--- src/rtl/enc_pkg.sv ---
package enc_pkg;
  localparam int PERIOD_W = 8;

  typedef enum logic [1:0] {
    ENC_LEVEL = 2'd0,
    ENC_DIFF  = 2'd1,
    ENC_MAN   = 2'd2,
    ENC_IMAN  = 2'd3
  } enc_mode_e;

  function automatic logic [PERIOD_W-1:0] period_of(input logic [2:0] code);
    case (code)
      3'd0:    period_of = 8'd8;
      3'd1:    period_of = 8'd16;
      3'd2:    period_of = 8'd40;
      3'd3:    period_of = 8'd32;
      3'd4:    period_of = 8'd50;
      3'd5:    period_of = 8'd64;
      3'd6:    period_of = 8'd100;
      default: period_of = 8'd128;
    endcase
  endfunction
endpackage

--- src/rtl/bit_timer.sv ---
module bit_timer #(
  parameter int CNT_W = 8
) (
  input  logic             clk,
  input  logic             rst_n,
  input  logic [CNT_W-1:0] period,
  output logic             bit_start,
  output logic             data_req,
  output logic             mid_next,
  output logic             second_half
);
  logic [CNT_W-1:0] cnt;
  logic [CNT_W-1:0] half;

  assign half        = period >> 1;
  assign bit_start   = (cnt == '0);
  assign data_req    = (cnt >= period - 1'b1);
  assign mid_next    = (cnt == half - 1'b1);
  assign second_half = (cnt >= half);

  always_ff @(posedge clk) begin
    if (!rst_n)        cnt <= '0;
    else if (data_req) cnt <= '0;
    else               cnt <= cnt + 1'b1;
  end


  start_after_req_chk: assert property (@(posedge clk) disable iff (!rst_n)
    data_req |=> bit_start);


  req_single_chk: assert property (@(posedge clk) disable iff (!rst_n)
    data_req |=> !data_req);
endmodule

--- src/rtl/line_coder.sv ---
module line_coder
  import enc_pkg::*;
(
  input  logic      clk,
  input  logic      rst_n,
  input  enc_mode_e mode,
  input  logic      data_in,
  input  logic      data_req,
  input  logic      mid_next,
  input  logic      second_half,
  output logic      raw
);
  logic cur_bit;
  logic diff_lvl;

  always_ff @(posedge clk) begin
    if (!rst_n)        cur_bit <= 1'b0;
    else if (data_req) cur_bit <= data_in;
  end

  always_ff @(posedge clk) begin
    if (!rst_n)                    diff_lvl <= 1'b0;
    else if (data_req)             diff_lvl <= ~diff_lvl;
    else if (mid_next && !cur_bit) diff_lvl <= ~diff_lvl;
  end

  always_comb begin
    case (mode)
      ENC_LEVEL: raw = cur_bit;
      ENC_DIFF:  raw = diff_lvl;
      ENC_MAN:   raw = second_half ? ~cur_bit : cur_bit;
      default:   raw = second_half ? cur_bit : ~cur_bit;
    endcase
  end


  level_hold_chk: assert property (@(posedge clk) disable iff (!rst_n)
    (mode == ENC_LEVEL && $stable(mode) && !$past(data_req)) |-> $stable(raw));


  man_mid_chk: assert property (@(posedge clk) disable iff (!rst_n)
    ($rose(second_half) && mode == ENC_MAN && $stable(mode)) |-> raw != $past(raw));


  diff_edge_chk: assert property (@(posedge clk) disable iff (!rst_n)
    (mode == ENC_DIFF && $stable(mode) && $past(data_req)) |-> raw != $past(raw));
endmodule

--- src/rtl/bitrate_encoder.sv ---
module bitrate_encoder #(
  parameter int CNT_W = 8
) (
  input  logic       clk,
  input  logic       rst_n,
  input  logic [2:0] rate_sel,
  input  logic [1:0] enc_sel,
  input  logic       sensor,
  input  logic       data_in,
  output logic       data_req,
  output logic       enc_out,
  output logic       bit_start
);
  logic [CNT_W-1:0] period;
  logic             mid_next;
  logic             second_half;
  logic             raw;

  assign period = CNT_W'(enc_pkg::period_of(rate_sel));

  bit_timer #(.CNT_W(CNT_W)) u_timer (
    .clk         (clk),
    .rst_n       (rst_n),
    .period      (period),
    .bit_start   (bit_start),
    .data_req    (data_req),
    .mid_next    (mid_next),
    .second_half (second_half)
  );

  line_coder u_coder (
    .clk         (clk),
    .rst_n       (rst_n),
    .mode        (enc_pkg::enc_mode_e'(enc_sel)),
    .data_in     (data_in),
    .data_req    (data_req),
    .mid_next    (mid_next),
    .second_half (second_half),
    .raw         (raw)
  );

  assign enc_out = sensor ? raw : ~raw;


  sensor_flip_chk: assert property (@(posedge clk) disable iff (!rst_n)
    ($changed(sensor) && $stable(raw)) |-> enc_out != $past(enc_out));
endmodule

--- config.mk ---
export PLATFORM = sky130hd
export DESIGN_NAME = bitrate_encoder
export DESIGN_NICKNAME = d
export VERILOG_FILES = /design/src/rtl/enc_pkg.sv /design/src/rtl/bit_timer.sv /design/src/rtl/line_coder.sv /design/src/rtl/bitrate_encoder.sv
export SDC_FILE = /design/constraint.sdc
export NUM_CORES = 1
export LEC_CHECK = 0
export BUFFER_PORTS_ARGS = -buffer_cell sky130_fd_sc_hd__buf_4
export CORE_UTILIZATION = 58
export DETAILED_ROUTE_END_ITERATION = 16
export PLACE_DENSITY = 0.83
export REMOVE_ABC_BUFFERS = 1
export SLEW_MARGIN = 40
export SYNTH_ARGS = -nofsm -noshare
export SYNTH_HDL_FRONTEND = slang
export SYNTH_HIERARCHICAL = 1
export SYNTH_SLANG_ARGS = --single-unit
export TNS_END_PERCENT = 20
--- constraint.sdc ---
create_clock -name clk -period 3.2 [get_ports clk]
set_input_delay 0.16 -clock clk [delete_from_list [all_inputs] [get_ports clk]]
set_output_delay 0.16 -clock clk [all_outputs]
set_load 0.02 [all_outputs]
# ---- Word-level counts from Yosys, hierarchy flattened
# Index checks and enable logic that the tools add are counted.
dict set report word_totals {
  regBits 10
  in_bits 9
  out_inout_bits 3
  wordCells 35
}
dict set report op_classes {
  n_addsub 3
  magnitude_cmp 2
  eq_ne 9
  muxes 7
  bitwise_logic 4
  n_reduce_logical 7
}
# cell count
set ops {}
lappend ops {{8-bit one-hot mux with 7 select lines} 1}
lappend ops {{3-bit equality test, second input constant} 3}
lappend ops {{8-bit by 1-bit adder with 8-bit output, second input constant} 1}
lappend ops {{8-bit equality test} 1}
lappend ops {{8-bit by 7-bit >= comparator with 1-bit output} 1}
lappend ops {{8-bit >= comparator} 1}
lappend ops {{8-bit zero test} 1}
lappend ops {{7-bit by 1-bit subtractor with 8-bit output, second input constant} 1}
lappend ops {{8-bit by 1-bit subtractor with 8-bit output, second input constant} 1}
lappend ops {{3-bit by 2-bit equality test with 1-bit output, second input constant} 2}
lappend ops {{1-bit 2-to-1 mux} 5}
lappend ops {{1-bit inverter} 4}
lappend ops {{3-bit by 1-bit equality test with 1-bit output, second input constant} 1}
lappend ops {{3-bit zero test} 1}
lappend ops {{1-bit one-hot mux with 3 select lines} 1}
lappend ops {{2-bit by 1-bit equality test with 1-bit output, second input constant} 1}
lappend ops {{2-bit equality test, second input constant} 1}
lappend ops {{2-bit zero test} 1}
lappend ops {{2-bit nonzero test} 1}
lappend ops {{2-bit OR reduction} 1}
lappend ops {{1-bit logical AND} 1}
lappend ops {{1-bit zero test} 1}

# ---- Depth between registers and ports, before layout
dict set report depth {
  depth_word 7
  ltp_mapped 14
  mapped_depth_nobuf 14
}

# ---- Modules after synthesis
# The synthesis kept the hierarchy.
# module instances cells_per_inst area_each_um2 seq_area_each_um2
set modules_own_cells {}
lappend modules_own_cells {bit_timer 1 118 985.9 160.2}
lappend modules_own_cells {line_coder 1 15 131.4 40.0}
lappend modules_own_cells {bitrate_encoder 1 13 71.3 0.0}

# ---- Worst setup path before layout
# OpenSTA, ideal clock, no wires.
dict set report synth_timing {
  path_type {input-to-reg}
  from {in rate_sel[0]}
  to {reg u_coder.cur_bit}
  setup_ps 116
  arrival_time_ps 2808
  required_ps 3084
  setup_slack_ps 276
  cell_stages 14
  path_buffers 0
  path_cell_list {nand2b_1 -> nor2_1 -> inv_1 -> ha_1 -> a21boi_0 -> nand2_1 -> xnor2_1 -> ha_1 -> nand2_1 -> nor2_1 -> o21ai_0 -> o21ai_0 -> mux2i_1 -> nor2_1}
}
dict set report synth_between {
  elab_chain_cells 4
  elab_cells_between_ends 10
  cone_classes {add/sub (1); order compare (1); eq/ne (6); mux (1); reduce/logical (1)}
}
# item line_no
set synth_lines {}
lappend synth_lines {{from (decl)} bitrate_encoder.sv:6} ;# input logic [2:0] rate_sel,
lappend synth_lines {{3-bit equality test (tied with other cells)} enc_pkg.sv:12} ;# case (code)
lappend synth_lines {{8-bit one-hot mux with 7 select lines (*)} enc_pkg.sv:12}
lappend synth_lines {{net period[2]} bitrate_encoder.sv:14} ;# logic [CNT_W-1:0] period;
lappend synth_lines {{8-bit by 1-bit subtractor with 8-bit output (*)} bit_timer.sv:17} ;# assign data_req = (cnt >= period - 1'b1);
lappend synth_lines {{8-bit >= comparator (*)} bit_timer.sv:17}
lappend synth_lines {{net data_req} bitrate_encoder.sv:10} ;# output logic data_req,
lappend synth_lines {{to (signal assigned)} line_coder.sv:18} ;# else if (data_req) cur_bit <= data_in;
lappend synth_lines {{to (decl)} line_coder.sv:13} ;# logic cur_bit;
# The timed path passes the listed nets; every way through them passes the cells marked *.
# A chain may end at the register's enable or synchronous reset.

# ---- Final worst setup path
dict set report layout_timing {
  from {in rate_sel[0]}
  to {out data_req}
}
dict set report layout_between {
  elab_chain_cells 4
  elab_cells_between_ends 10
  cone_classes {add/sub (1); order compare (1); eq/ne (6); mux (1); reduce/logical (1)}
}
# item line_no
set layout_lines {}
lappend layout_lines {{3-bit equality test (tied with other cells)} enc_pkg.sv:12}
lappend layout_lines {{8-bit one-hot mux with 7 select lines (*)} enc_pkg.sv:12}
lappend layout_lines {{net period[2]} bitrate_encoder.sv:14}
lappend layout_lines {{8-bit by 1-bit subtractor with 8-bit output (*)} bit_timer.sv:17}
lappend layout_lines {{8-bit >= comparator (*)} bit_timer.sv:17}
lappend layout_lines {{to (decl)} bitrate_encoder.sv:10}
# Marks and branches as above.

==> results by group <==
Clock network
  • Resized Gates After CTS: 0
  • Clock Path Buffers: 2
  • Later-pin clock latency in the skew report: 0.26 ns
  • H-tree depth: 1
  • Post-CTS setup buffer count: 0
  • Post-CTS Hold Fix Bufs: 0
  • Worst-path clk slew: 0.06 ns
  • CTS Sinks: 10
  • Num CTS Buffers: 3
  • CTS tree: yes
  • Clock root cell: clkbuf_4

Floorplan
  • Area of the core region: 1942 µm²
  • # IOs: 12
  • Row cnt: 16
  • Starting Density: 0.6121
  • Die area: 2234 µm²
  • Chip width: 47.27 µm
  • Die Y: 47.27 µm

Synth
  • Area share of the largest cell type after synthesis: 0.2105
  • Synth Instances: 146
  • Number of enable flip-flop cells after synthesis: 0
  • Count leader, synth: ha_1
  • Async S/R FF share, synth: 0
  • Synth top cells by count: ha_1, nor2_1, xnor2_1, inv_1, dfxtp_1
  • Syn. warnings: 6
  • Leading area contributor after synthesis: ha_1
  • Post-synthesis cell type count: 33
  • Seq cells post-synth: 10
  • Register area share after synthesis: 0.1684
  • Post-Syn Area: 1189 µm²
  • Main flop type after synthesis: dfxtp_1
  • Synth area leaders: ha_1, dfxtp_1, xnor2_1, xor2_1, nor2_1
  • Avg Cell Area, Syn: 8.141 µm²

STA
  • Final Max Tran Viols: 0
  • Final setup viols: 0
  • RSZ-0062 raised after global routing: no
  • Clk_skew: 0.006844 ns
  • Measured slew at the worst slew-check pin: 0.5046 ns
  • Final hold slack: 0.1321 ns
  • Setup TNS: 0 ns
  • Final hold vios: 0
  • Final period util: 0.9276
  • Slew Limit Headroom: 0.6600
  • Tmin final: 2.968 ns
  • Achievable frequency: 336.9 MHz

Worst setup path
  • Arrival time at the worst endpoint: 2.81 ns
  • Crit path capture type: output pin
  • Worst Path Required: 3.04 ns
  • WS Path Type: primary input to output pin
  • CP Max Fanout: 5
  • Crit start category: primary input

Routing
  • DR vias: 1,003
  • ANT nets after route: 0
  • # DRC: 1
  • DR vias/cell: 5.307
  • WL/cell: 12.17 µm
  • Drt first pass iters: 12
  • Drt total wl: 2.300 mm
  • Iter 0 DRT Violations: 14

Cells and area
  • Final #Nets: 192
  • Post-Layout Inst Area: 1344 µm²
  • Area Overhead vs Synth: 13.05%
  • Antenna diode count: 0
  • Layout cells sized above 1: 0.1358

Placed design
  • Post-placement cell area: 1308 µm²
  • Port bufs: 11
  • Post-DP HPWL: 1.916 mm
  • RePlAce Congestion: 0.8457

Run status
  • Failing checks: design-rule violations
  • Outcome: finished, violations left

Pwr
  • Pleak: 0.6158 nW
  • Cell area power density: 317.5 nW/µm²
  • Max VDD drop: 331.6 µV

Global routing
  • Vias in the first global route: 845
  • Overflow after GRT: 0
  • Largest net degree at the start of global routing: 9
  • Initial antenna violation count: 0
  • GRT Util Overall: 0.2191
  • First-pass GRT wire length: 3.387 mm

Hold path
  • Hold crit path type: primary input to flip-flop

Job
  • Max cap viols: 0
[power breakdown]
group / internal (mW) / switching (mW) / leakage [nW]
Clock: 0.0690 / 0.0413 / 0.0210
Sequential: 0.131 / 0.0109 / 0.0812
Combinational: 0.0835 / 0.0911 / 0.514
[stage by stage]
| stage | utilization | worst slack, ns | cells | total power [mW] |
|---|---|---|---|---|
| floorplan | - | 0.2761 | 145 | 0.2705 |
| CTS | 0.6920 | 0.2003 | 189 | 0.4303 |
| finish | 0.6920 | 0.2317 | 189 | 0.4267 |
| global placement | 0.6733 | 0.3471 | 185 | 0.3134 |
| global route | 0.6920 | 0.05309 | 189 | 0.4577 |
| detailed placement | 0.6733 | 0.1661 | 185 | 0.3196 |
[cell usage in the layout, fill, tap and decap left out, drive strengths merged, types with 3 or more instances in the layout]
cell type,instances
a21oi,3
a21o,4
clkbuf,4
xnor2,16
o21ai,4
nand2,8
buf,13
ha,20
nand3,7
inv,13
nand2b,4
nor2,17
a211oi,6
and3,4
nor3,4
dfxtp,10
xor2,9
[sequential cells by signal, indices dropped and copies added (netlist names)]
name	cells
u_timer/cnt	8
u_coder/cur_bit	1
u_coder/diff_lvl	1
[final timing paths]
check	from	to	slack, ns	depth (start not counted)
setup / recovery	rate_sel[0]	data_req	0.23	14
setup reg to reg	u_timer/cnt[5]$_SDFF_PP0_	u_coder/diff_lvl$_SDFFE_PN0P_	1.16	7
hold reg to reg	u_timer/cnt[0]$_SDFF_PP0_	u_timer/cnt[0]$_SDFF_PP0_	0.48	1
hold / removal	data_in	u_coder/cur_bit$_SDFFE_PN0P_	0.13	3
[area by class of cell]
type	instances	area (µm²)
Multi-Input combinational cell	122	927.1
Fill cell	167	598.1
Sequential cell	10	200.2
Timing Repair Buffer	13	97.59
Inverter	13	48.80
Clock buffer	4	36.28
Tap cell	27	33.78
[worst max-delay path, stage by stage]
cell	delay (ns)
buf_4	0.13
nand2b_1	0.18
nor2_1	0.26
inv_1	0.16
ha_1	0.26
a21boi_1	0.17
nand2_1	0.10
xnor2_1	0.12
ha_1	0.26
a21oi_1	0.15
nor2_1	0.05
a211oi_1	0.28
o21ai_0	0.29
buf_4	0.24
[metal layers]
layer  up-vias  share of wire  global-route usage
li1        534              -                   -
met3         8          0.023             0.01538
met1       446           0.49              0.2717
met2        15           0.46              0.3644
met5         -              0                   0
met4         0          0.029              0.1371
[cell families (layout without fill, tap and decap cells)]
kind of cell	Yosys count	in the layout	synth area share
and+or+nand+nor	52	52	0.2305
xor gates and xnor gates	25	25	0.1842
AOI/OAI and AO/OA	21	21	0.1316
adders and majority gates	20	20	0.2105
buffers and inverters	15	30	0.05473
DFF	10	10	0.1684
muxes	2	2	0.01684
other	1	2	0.003155
Power figures use the tool's default switching activity.
